### src/rtl/audio_port_regs_pkg.sv
package audio_port_regs_pkg;
  localparam int BUS_W = 32;

  // word indices on the register bus
  localparam logic [3:0] IDX_CMD  = 4'd0;
  localparam logic [3:0] IDX_MODE = 4'd1;
  localparam logic [3:0] IDX_STAT = 4'd2;
  localparam logic [3:0] IDX_CLR  = 4'd3;
  localparam logic [3:0] IDX_SET  = 4'd4;
  localparam logic [3:0] IDX_IEN  = 4'd5;
  localparam logic [3:0] IDX_IDIS = 4'd6;
  localparam logic [3:0] IDX_MASK = 4'd7;
  localparam logic [3:0] IDX_RHR  = 4'd8;
  localparam logic [3:0] IDX_THR  = 4'd9;
  localparam logic [3:0] IDX_VER  = 4'd10;

  // status bits that may raise the interrupt
  localparam logic [BUS_W-1:0] IRQ_BITS = 32'h0000_0066;

  typedef struct packed {
    logic             cmdWr;
    logic             modeWr;
    logic             clrWr;
    logic             setWr;
    logic             ienWr;
    logic             idisWr;
    logic             thrWr;
    logic             rhrRd;
    logic [BUS_W-1:0] wdata;
  } regStrobes_t;

  typedef struct packed {
    logic [BUS_W-1:0] status;
    logic [BUS_W-1:0] mode;
    logic [BUS_W-1:0] mask;
    logic [BUS_W-1:0] rhr;
  } regView_t;
endpackage

### src/rtl/audio_port_regs_ctrl.sv
module audio_port_regs_ctrl
  import audio_port_regs_pkg::*;
#(
  parameter int ADDR_W = 4,
  parameter logic [31:0] VERSION = 32'h0001_0300
) (
  input  logic              cpuValid,
  input  logic              cpuWrite,
  input  logic [ADDR_W-1:0] cpuAddr,
  input  logic [BUS_W-1:0]  cpuWdata,
  input  regView_t          view,
  output regStrobes_t       strobes,
  output logic [BUS_W-1:0]  cpuRdata
);
  localparam int IDX_W = 4;

  logic [IDX_W-1:0] idx;
  logic             inRange;
  logic             wrAcc;
  logic             rdAcc;

  generate
    if (ADDR_W > IDX_W) begin : g_wide
      assign inRange = (cpuAddr[ADDR_W-1:IDX_W] == '0);
      assign idx     = cpuAddr[IDX_W-1:0];
    end else begin : g_narrow
      assign inRange = 1'b1;
      assign idx     = IDX_W'(cpuAddr);
    end
  endgenerate

  assign wrAcc = cpuValid &&  cpuWrite && inRange;
  assign rdAcc = cpuValid && !cpuWrite && inRange;

  always_comb begin
    strobes        = '0;
    strobes.wdata  = cpuWdata;
    strobes.cmdWr  = wrAcc && (idx == IDX_CMD);
    strobes.modeWr = wrAcc && (idx == IDX_MODE);
    strobes.clrWr  = wrAcc && (idx == IDX_CLR);
    strobes.setWr  = wrAcc && (idx == IDX_SET);
    strobes.ienWr  = wrAcc && (idx == IDX_IEN);
    strobes.idisWr = wrAcc && (idx == IDX_IDIS);
    strobes.thrWr  = wrAcc && (idx == IDX_THR);
    strobes.rhrRd  = rdAcc && (idx == IDX_RHR);
  end

  always_comb begin
    cpuRdata = '0;
    if (rdAcc) begin
      unique case (idx)
        IDX_MODE: cpuRdata = view.mode;
        IDX_STAT: cpuRdata = view.status;
        IDX_MASK: cpuRdata = view.mask;
        IDX_RHR:  cpuRdata = view.rhr;
        IDX_VER:  cpuRdata = VERSION;
        default:  cpuRdata = '0;
      endcase
    end
  end
endmodule

### src/rtl/audio_port_regs_dp.sv
module audio_port_regs_dp
  import audio_port_regs_pkg::*;
#(
  parameter int NUM_SLOTS = 8,
  parameter int DATA_W    = 32,
  localparam int SLOT_W   = (NUM_SLOTS > 1) ? $clog2(NUM_SLOTS) : 1
) (
  input  logic              clk,
  input  logic              rstN,
  input  regStrobes_t       strobes,
  input  logic              rxValid,
  input  logic [DATA_W-1:0] rxData,
  input  logic [SLOT_W-1:0] rxSlot,
  input  logic              txReq,
  input  logic [SLOT_W-1:0] txSlot,
  output logic [DATA_W-1:0] txData,
  output logic              rxEnable,
  output logic              txEnable,
  output logic              clkEnable,
  output logic              irq,
  output regView_t          view
);
  localparam int RX_SLOT_LSB = 8;
  localparam int TX_SLOT_LSB = 20;

  logic              rxEnQ, txEnQ, clkEnQ;
  logic [BUS_W-1:0]  modeQ, maskQ;
  logic              rxRdyQ, rxOvrQ, txEmptyQ, txUrQ;
  logic [NUM_SLOTS-1:0] rxSlotOvrQ, txSlotUrQ;
  logic [DATA_W-1:0] rhrQ, thrQ;
  logic [BUS_W-1:0]  statusW;
  logic [BUS_W-1:0]  wd;

  logic swrst, rxTake, txTake, overrunEv, underrunEv;

  assign wd         = strobes.wdata;
  assign swrst      = strobes.cmdWr && wd[7];
  assign rxTake     = rxValid && rxEnQ;
  assign txTake     = txReq && txEnQ;
  assign overrunEv  = rxTake && rxRdyQ && !strobes.rhrRd;
  assign underrunEv = txTake && txEmptyQ;

  // paired enable/disable strobes, disable dominant
  always_ff @(posedge clk or negedge rstN) begin
    if (!rstN) begin
      rxEnQ  <= 1'b0;
      txEnQ  <= 1'b0;
      clkEnQ <= 1'b0;
    end else if (swrst) begin
      rxEnQ  <= 1'b0;
      txEnQ  <= 1'b0;
      clkEnQ <= 1'b0;
    end else if (strobes.cmdWr) begin
      rxEnQ  <= wd[1] ? 1'b0 : (wd[0] ? 1'b1 : rxEnQ);
      clkEnQ <= wd[3] ? 1'b0 : (wd[2] ? 1'b1 : clkEnQ);
      txEnQ  <= wd[5] ? 1'b0 : (wd[4] ? 1'b1 : txEnQ);
    end
  end

  always_ff @(posedge clk or negedge rstN) begin
    if (!rstN) begin
      modeQ <= '0;
      maskQ <= '0;
    end else if (swrst) begin
      modeQ <= '0;
      maskQ <= '0;
    end else begin
      if (strobes.modeWr) modeQ <= wd;
      maskQ <= (maskQ | (strobes.ienWr ? wd : '0))
               & ~(strobes.idisWr ? wd : '0) & IRQ_BITS;
    end
  end

  // receive holding word
  always_ff @(posedge clk or negedge rstN) begin
    if (!rstN) begin
      rxRdyQ <= 1'b0;
      rhrQ   <= '0;
    end else if (swrst) begin
      rxRdyQ <= 1'b0;
      rhrQ   <= '0;
    end else if (rxTake) begin
      rxRdyQ <= 1'b1;
      rhrQ   <= rxData;
    end else if (strobes.rhrRd) begin
      rxRdyQ <= 1'b0;
    end
  end

  // transmit holding word
  always_ff @(posedge clk or negedge rstN) begin
    if (!rstN) begin
      txEmptyQ <= 1'b1;
      thrQ     <= '0;
    end else if (swrst) begin
      txEmptyQ <= 1'b1;
      thrQ     <= '0;
    end else if (strobes.thrWr) begin
      txEmptyQ <= 1'b0;
      thrQ     <= wd[DATA_W-1:0];
    end else if (txTake) begin
      txEmptyQ <= 1'b1;
    end
  end

  assign txData = txEmptyQ ? '0 : thrQ;

  // summary sticky flags: event and set alias beat the clear alias
  always_ff @(posedge clk or negedge rstN) begin
    if (!rstN) begin
      rxOvrQ <= 1'b0;
      txUrQ  <= 1'b0;
    end else if (swrst) begin
      rxOvrQ <= 1'b0;
      txUrQ  <= 1'b0;
    end else begin
      if (overrunEv || (strobes.setWr && wd[2]))       rxOvrQ <= 1'b1;
      else if (strobes.clrWr && wd[2])                 rxOvrQ <= 1'b0;
      if (underrunEv || (strobes.setWr && wd[6]))      txUrQ  <= 1'b1;
      else if (strobes.clrWr && wd[6])                 txUrQ  <= 1'b0;
    end
  end

  // per-slot sticky flags
  generate
    for (genvar i = 0; i < NUM_SLOTS; i++) begin : g_slot
      logic rxHit, txHit;
      assign rxHit = overrunEv  && (rxSlot == SLOT_W'(i));
      assign txHit = underrunEv && (txSlot == SLOT_W'(i));
      always_ff @(posedge clk or negedge rstN) begin
        if (!rstN) begin
          rxSlotOvrQ[i] <= 1'b0;
          txSlotUrQ[i]  <= 1'b0;
        end else if (swrst) begin
          rxSlotOvrQ[i] <= 1'b0;
          txSlotUrQ[i]  <= 1'b0;
        end else begin
          if (rxHit || (strobes.setWr && wd[RX_SLOT_LSB+i]))
            rxSlotOvrQ[i] <= 1'b1;
          else if (strobes.clrWr && wd[RX_SLOT_LSB+i])
            rxSlotOvrQ[i] <= 1'b0;
          if (txHit || (strobes.setWr && wd[TX_SLOT_LSB+i]))
            txSlotUrQ[i] <= 1'b1;
          else if (strobes.clrWr && wd[TX_SLOT_LSB+i])
            txSlotUrQ[i] <= 1'b0;
        end
      end
    end
  endgenerate

  always_comb begin
    statusW = '0;
    statusW[0] = rxEnQ;
    statusW[1] = rxRdyQ;
    statusW[2] = rxOvrQ;
    statusW[4] = txEnQ;
    statusW[5] = txEnQ && txEmptyQ;
    statusW[6] = txUrQ;
    statusW[RX_SLOT_LSB +: NUM_SLOTS] = rxSlotOvrQ;
    statusW[TX_SLOT_LSB +: NUM_SLOTS] = txSlotUrQ;
  end

  assign irq       = |(statusW & maskQ & IRQ_BITS);
  assign rxEnable  = rxEnQ;
  assign txEnable  = txEnQ;
  assign clkEnable = clkEnQ;

  always_comb begin
    view        = '0;
    view.status = statusW;
    view.mode   = modeQ;
    view.mask   = maskQ;
    view.rhr    = BUS_W'(rhrQ);
  end


  swrst_clears_chk: assert property (@(posedge clk) disable iff (!rstN)
    $past(swrst) |-> (!rxEnQ && !txEnQ && !clkEnQ && maskQ == '0 && modeQ == '0));


  disable_wins_chk: assert property (@(posedge clk) disable iff (!rstN)
    $past(strobes.cmdWr && wd[1]) |-> !rxEnable);


  rx_read_clears_chk: assert property (@(posedge clk) disable iff (!rstN)
    $past(strobes.rhrRd && !rxTake) |-> !statusW[1]);


  tx_fill_chk: assert property (@(posedge clk) disable iff (!rstN)
    $past(strobes.thrWr && !swrst) |-> !txEmptyQ);


  irq_needs_mask_chk: assert property (@(posedge clk) disable iff (!rstN)
    irq |-> (maskQ != '0));
endmodule

### src/rtl/audio_port_regs.sv
module audio_port_regs
  import audio_port_regs_pkg::*;
#(
  parameter int NUM_SLOTS = 8,
  parameter int DATA_W    = 32,
  parameter int ADDR_W    = 4,
  parameter logic [31:0] VERSION = 32'h0001_0300,
  localparam int SLOT_W   = (NUM_SLOTS > 1) ? $clog2(NUM_SLOTS) : 1
) (
  input  logic              clk,
  input  logic              rstN,
  input  logic              cpuValid,
  input  logic              cpuWrite,
  input  logic [ADDR_W-1:0] cpuAddr,
  input  logic [31:0]       cpuWdata,
  output logic [31:0]       cpuRdata,
  input  logic              rxValid,
  input  logic [DATA_W-1:0] rxData,
  input  logic [SLOT_W-1:0] rxSlot,
  input  logic              txReq,
  input  logic [SLOT_W-1:0] txSlot,
  output logic [DATA_W-1:0] txData,
  output logic              rxEnable,
  output logic              txEnable,
  output logic              clkEnable,
  output logic              irq
);
  regStrobes_t strobes;
  regView_t    view;

  audio_port_regs_ctrl #(.ADDR_W(ADDR_W), .VERSION(VERSION)) ctrl (
    .cpuValid(cpuValid), .cpuWrite(cpuWrite), .cpuAddr(cpuAddr),
    .cpuWdata(cpuWdata), .view(view), .strobes(strobes), .cpuRdata(cpuRdata)
  );

  audio_port_regs_dp #(.NUM_SLOTS(NUM_SLOTS), .DATA_W(DATA_W)) dp (
    .clk(clk), .rstN(rstN), .strobes(strobes),
    .rxValid(rxValid), .rxData(rxData), .rxSlot(rxSlot),
    .txReq(txReq), .txSlot(txSlot), .txData(txData),
    .rxEnable(rxEnable), .txEnable(txEnable), .clkEnable(clkEnable),
    .irq(irq), .view(view)
  );
endmodule

### config.mk
export PLATFORM = sky130hd
export DESIGN_NAME = audio_port_regs
export DESIGN_NICKNAME = d
export VERILOG_FILES = /design/src/rtl/audio_port_regs_pkg.sv /design/src/rtl/audio_port_regs_ctrl.sv /design/src/rtl/audio_port_regs_dp.sv /design/src/rtl/audio_port_regs.sv
export SDC_FILE = /design/constraint.sdc
export NUM_CORES = 1
export LEC_CHECK = 0
export BUFFER_PORTS_ARGS = -buffer_cell sky130_fd_sc_hd__buf_4
export CAP_MARGIN = 0
export CORE_MARGIN = 2
export CORE_UTILIZATION = 50
export DETAILED_ROUTE_END_ITERATION = 16
export GPL_ROUTABILITY_DRIVEN = 0
export PLACE_DENSITY = 0.75
export RECOVER_POWER = 50
export REMOVE_ABC_BUFFERS = 1
export SLEW_MARGIN = 20
export SYNTH_ARGS = -nofsm -noshare
export SYNTH_HDL_FRONTEND = slang
export SYNTH_SLANG_ARGS = --single-unit
### constraint.sdc
create_clock -name clk -period 3.8 [get_ports clk]
set_input_delay 0.76 -clock clk [delete_from_list [all_inputs] [get_ports clk]]
set_output_delay 0.76 -clock clk [all_outputs]
set_load 0.02 [all_outputs]
==> results of run 1 <==
-- synth_stat cells, types with 3 or more instances --
cell type  count  area [um^2]
a2111oi_2      4         60.1
a21o_1         6         45.0
a21oi_1       64          320
a22o_1        32          280
a22oi_1       33          248
a31oi_1        5         31.3
a32oi_1        3         26.3
and3_1         7         43.8
buf_2         26          130
buf_4          9         67.6
buf_6          4         45.0
clkbuf_1      12         45.0
dfrtp_1      122         3050
inv_1         20         75.1
nand2_1      136          510
nand2b_1       4         25.0
nand3_1        8         40.0
nor2_1        22         82.6
nor2b_1       36          225
nor3b_1        3         22.5
o21a_1         4         30.0
o21ai_0       38          190
o21ai_1        3         15.0
o22ai_1       29          181
or3_1          3         18.8
-- cell type report --
class,instances,area [um^2]
tap,147,184
clock inverter,7,135
fill,1005,4150
timing repair buffer,160,1200
sequential,123,3080
multi-input combinational,462,2650
inverter,20,75.1
clock buffer,24,502
-- path summary, 6_finish.rpt --
| path | startpoint | end | slack (ns) |
|---|---|---|---|
| max in group asynchronous | rstN | dp.modeQ[6]$_DFFE_PN0P_ | 2.04 |
| worst min register to register | dp.rhrQ[29]$_DFFE_PN0P_ | dp.rhrQ[29]$_DFFE_PN0P_ | 0.51 |
| worst max-delay path | cpuAddr[2] | cpuRdata[28] | 0.51 |
| min in group asynchronous | rstN | dp.thrQ[21]$_DFFE_PN0P_ | 0.70 |
| worst min-delay path | dp.rhrQ[29]$_DFFE_PN0P_ | dp.rhrQ[29]$_DFFE_PN0P_ | 0.51 |
| worst max register to register | dp.rxEnable$_DFFE_PN0P_ | dp.rhrQ[7]$_DFFE_PN0P_ | 1.64 |
-- critical path: stages --
cell and delay [ns]:
clkbuf_1 0.69, xor2_1 0.15, o32ai_1 0.16, nand2_1 0.11, buf_4 0.22, o21ai_0 0.24
buf_4 0.19
-- layer usage --
layer / up-vias / GRT usage / routed length [um]
met5: - / 0 / 0
met4: 0 / 0.102 / 348
met3: 41 / 0.0704 / 1350
met2: 253 / 0.454 / 8760
met1: 2778 / 0.376 / 7600
li1: 2584 / - / -
-- state kept, by name, indices dropped and copies added (netlist names) --
signal        count
dp.modeQ         32
dp.rhrQ          32
dp.thrQ          32
dp.view          16
dp.maskQ          4
dp.clkEnable      1
dp.rxEnable       1
dp.rxOvrQ         1
dp.rxRdyQ         1
dp.txEmptyQ       1
dp.txEnable       1
dp.txUrQ          1
-- cells by family (layout without fill, tap and decap cells) --
group           after synthesis  in the layout  share of synthesized area
flops                       123            123                      0.506
simple gates                233            233                      0.186
xor+xnor                      1              1                    0.00144
compound gates              228            228                      0.246
buf+inv                      73            211                     0.0613
-- per-stage QoR --
stage               hold WS (ns)  power (mW)
finish                     0.510        4.33
floorplan                  0.464        2.26
detailed placement         0.496        2.60
global route               0.520        4.52
global placement           0.483        2.55
CTS                        0.443        4.35
-- power by group --
part / switching (mW) / internal (mW)
logic: 0.373 / 0.353
clock network: 0.568 / 1.18
registers: 0.210 / 1.65
total: 1.15 / 3.18
==> summary.txt, run 1 <==
STA
  • Setup Skew: 0.00484 ns
  • Max-slew headroom: -0.0290
  • Final Hold Viols: 0
  • Minimum clock period: 3.29 ns
  • RSZ-0062 raised after global routing: no
  • Final setup margin: 0.511 ns
  • Worst Tran Pin Value: 1.54 ns
  • Max Clk Rate: 0.304 GHz
  • Final setup fails: 0
  • Sum Neg Setup Slack: 0 ns
  • Max Slew Vio Count: 92
  • Fin crit share: 0.866

Logic synthesis
  • Async SR Flop Fraction: 1.00
  • Syn avg cell area: 9.25 um^2
  • Prevailing post-synth register cell: dfrtp_1
  • Cell Area, Synth: 6090 um^2
  • Sequential share of the synthesized area: 0.506
  • Synthesis-stage register bit count: 123
  • Number of synthesized flops with an enable pin: 0
  • Synth Warn #: 0
  • Mapped Cells: 658
  • Distinct cell type count after synthesis: 46

CTS
  • TritonCTS Buffers: 17
  • Hold-fix buffer count after cts: 0
  • Clk buf depth: 2
  • Clock slew at reported path FFs: 0.05 ns
  • Post-CTS Setup Bufs: 0
  • Htree depth: 4
  • CTS root buf: clkbuf_16
  • CTS tree: yes
  • Clock latency on the worst-skew pair: 0.42 ns
  • Sink Count: 123
  • Post-cts sizing count: 0

Floorplanning
  • Site row count: 40
  • Die height: 114 um
  • I/O pin cnt: 148
  • Initial Utilization: 0.509
  • Die X-Extent: 114 um
  • Die Area: 13100 um^2
  • Core ar.: 12000 um^2

Layout
  • Most frequent cells in the layout: 154 x buf_4, 136 x nand2_1, 122 x dfrtp_1
  • # diodes: 0
  • Post-layout util: 0.653
  • Design area: 7820 um^2
  • Final layout net count: 864
  • Share of cells above drive strength 1: 0.251
  • Area growth syn-to-layout: 28.4%
  • Fin cells: 943
  • Commonest non-fill, non-tap cell in the layout: buf_4

Job
  • Maxcap violations: 2

Global routing
  • Global-route wire length before repair: 28.3 mm
  • Vias in the first global route: 5484
  • Total GRT Usage: 0.283
  • Largest net degree at the start of global routing: 66
  • Gr ovfl total: 0
  • Initial antenna violation count: 0

Drt
  • Routed Antenna Nets: 0
  • DR WL/cell: 19.1 um
  • DR vias/cell: 6.00
  • Drt first pass iters: 5
  • Final wirelength: 18.1 mm
  • DRT iter0 DRCs: 546
  • DRC violations left: 0
  • Vias: 5656

Setup path
  • Reg2reg path depth: 3
  • WP data required: 3.04 ns
  • Data arrival time of the worst path: 2.53 ns
  • Setup crit end kind: output port
  • Type of origin of the critical path: primary input
  • Crit-path max FO: 16
  • Critical path class: primary input to output port

Placed design
  • Dpl cells: 912
  • PortBufs: 147
  • Post-DP HPWL: 11.6 mm
  • Setup WS pre-CTS: 0.767 ns
  • Placement Cell Area: 7220 um^2

Power
  • PwrDens: 554 nW/um^2
  • VDD IR max: 0.000342 V
  • P_leak: 3.52 nW

Run status
  • Status: complete, but fails checks
  • Failing checks: max-capacitance violations, max-slew violations

Hold path
  • Worst Hold Path Cells: 1
  • Hold WC Path Type: flop to flop
Power figures use the tool's default switching activity.
==> run 2, diff against run 1 <==
--- a/config.mk
+++ b/config.mk
@@ -9,4 +9,6 @@
 export CAP_MARGIN = 0
+export CORE_ASPECT_RATIO = 1.25
 export CORE_MARGIN = 2
 export CORE_UTILIZATION = 50
+export CTS_CLUSTER_SIZE = 14
 export DETAILED_ROUTE_END_ITERATION = 16
==> constraint.sdc (replaced) <==
create_clock -name clk -period 3.8 [get_ports clk]
set_input_delay 0.19 -clock clk [delete_from_list [all_inputs] [get_ports clk]]
set_output_delay 0.19 -clock clk [all_outputs]
set_load 0.02 [all_outputs]
==> summary.txt, run 2 (synthesized netlist as in run 1, its figures left out) <==
Setup path
  • Data arrival time of the worst path: 3.16 ns
  • Critical Path Sink: dp.rhrQ[27]$_DFFE_PN0P_
  • Slowest stage cell, crit path: a21oi_2
  • R2r setup slk: 1.51 ns
  • Critical path's largest stage delay: 1.35 ns
  • Critical path class: primary input to flop
  • CP Cell Sequence: clkbuf_1 > nor4bb_1 > and3_1 > a21oi_2 > a22o_1
  • Reg2reg path depth: 2
  • WP data required: 4.15 ns
  • Reg-to-Reg Start: dp.rxEnable$_DFFE_PN0P_
  • Setup crit start: cpuAddr[2]
  • Levels on crit path: 5
  • Worst R2R End: dp.rhrQ[27]$_DFFE_PN0P_
  • Type of origin of the critical path: primary input
  • Setup crit end kind: flop
  • Buf/Inv on CP: 1
  • Crit-path max FO: 32
  • Worst path top cell family by delay: compound AO/OA/AOI/OAI gates

Global routing
  • Largest net degree at the start of global routing: 87
  • Gr ovfl total: 0
  • Vias in the first global route: 5928
  • Global-route wire length before repair: 29.9 mm
  • Initial antenna violation count: 0
  • Total GRT Usage: 0.300

Run status
  • Failing checks: max-capacitance violations, max-slew violations
  • Status: complete, but fails checks

STA
  • Final setup fails: 0
  • Worst Tran Pin Value: 2.19 ns
  • Fin crit share: 0.739
  • Sum Neg Setup Slack: 0 ns
  • Final Hold Viols: 0
  • Max Clk Rate: 0.356 GHz
  • Worst hold slack: 0.00694 ns
  • Max Slew Vio Count: 166
  • Minimum clock period: 2.81 ns
  • Max-slew headroom: -0.462
  • Setup Skew: 0.00740 ns
  • RSZ-0062 raised after global routing: no

Drt
  • DRC violations left: 0
  • Final wirelength: 19.0 mm
  • DR vias/cell: 5.98
  • Drt first pass iters: 6
  • DRT iter0 DRCs: 380
  • Vias: 5846
  • DR WL/cell: 19.4 um
  • Routed Antenna Nets: 0

Floorplanning
  • Die X-Extent: 103 um
  • Initial Utilization: 0.508
  • Core ar.: 12000 um^2
  • Die Area: 13100 um^2
  • Die height: 127 um
  • I/O pin cnt: 148
  • Site row count: 45

Layout
  • # diodes: 0
  • Area growth syn-to-layout: 31.1%
  • Most frequent cells in the layout: 150 x buf_4, 136 x nand2_1, 122 x dfrtp_1
  • Fillers: 972
  • Largest regs: dp.modeQ x32, dp.rhrQ x32, dp.thrQ x32
  • Share of cells above drive strength 1: 0.235
  • Commonest non-fill, non-tap cell in the layout: buf_4
  • Final layout net count: 882

CTS
  • Clk buf depth: 2
  • Clock latency on the worst-skew pair: 0.42 ns
  • Sink Count: 123
  • Htree depth: 4
  • TritonCTS Buffers: 17
  • CTS root buf: clkbuf_16
  • CTS tree: yes
  • Clock slew at reported path FFs: 0.05 ns
  • Post-CTS Setup Bufs: 0

Power
  • VDD IR max: 0.000272 V
  • PwrDens: 540 nW/um^2
  • Total power: 4.31 mW
  • P_leak: 3.57 nW

Placed design
  • Post-DP HPWL: 12.3 mm
  • PortBufs: 147

Job
  • Maxcap violations: 3

Hold path
  • Hold WC Path Type: primary input to flop
  • Worst Hold Path Cells: 2
[run 2: cell count changes in the layout (fill, tap and decap cells not counted), sizes merged]
| cell | delta |
|---|---|
| buf | -5 |
| clkinv | -1 |
| clkinvlp | +1 |
| dlygate4sd3 | +23 |
[run 2: final cells by class]
class / instances / area (um^2) / share of cell area
Sequential cell: 123 / 3080 / 0.386
Multi-Input combinational cell: 462 / 2630 / 0.329
Timing Repair Buffer: 178 / 1380 / 0.172
Clock buffer: 24 / 482 / 0.0603
Tap cell: 164 / 205 / 0.0257
Clock inverter: 7 / 138 / 0.0172
Inverter: 20 / 75.1 / 0.00940
[run 2: worst min-delay path by stage]
stage / from / to
6_report: rxData[26] / dp.rhrQ[26]$_DFFE_PN0P_
5_1_grt: rxData[26] / dp.rhrQ[26]$_DFFE_PN0P_
4_1_cts: rxData[17] / dp.rhrQ[17]$_DFFE_PN0P_
3_5_place_dp: rxData[31] / dp.rhrQ[31]$_DFFE_PN0P_
3_3_place_gp: rxData[11] / dp.rhrQ[11]$_DFFE_PN0P_
2_1_floorplan: rstN / dp.clkEnable$_DFFE_PN0P_
[run 2: power breakdown]
group          switching (mW)  leakage [nW]  total (mW)  internal (mW)
Combinational           0.362          1.70       0.722          0.360
Clock                   0.560         0.300        1.70           1.14
Sequential              0.234          1.57        1.89           1.65
[run 2: timing repair]
item                      4_1_cts  5_1_grt
hold endpoints to repair       22       83
resized for setup               0        0
hold buffers                   22        1
[run 2: per-layer routing]
| metal | part of all wire | GRT usage | vias up |
|---|---|---|---|
| met5 | 0 | 0 | - |
| met2 | 0.51 | 0.490 | 319 |
| met4 | 0.037 | 0.164 | 0 |
| li1 | - | - | 2617 |
| met3 | 0.068 | 0.0498 | 60 |
| met1 | 0.38 | 0.378 | 2850 |
[run 2: through the flow]
stage	util	cells	worst slack, ns	area (um^2)
floorplan	-	605	0.639	5790
global placement	0.599	924	1.17	7180
detailed placement	0.599	924	1.14	7180
CTS	0.669	977	1.13	8020
global route	0.666	978	0.855	7980
finish	0.666	978	0.991	7980
[run 2: worst register-to-register path, delay by kind of cell, from the launching register on]
family / cells / cell delay (ns)
AO/OA/AOI/OAI: 2 / 1.75
flip-flops: 1 / 0.47
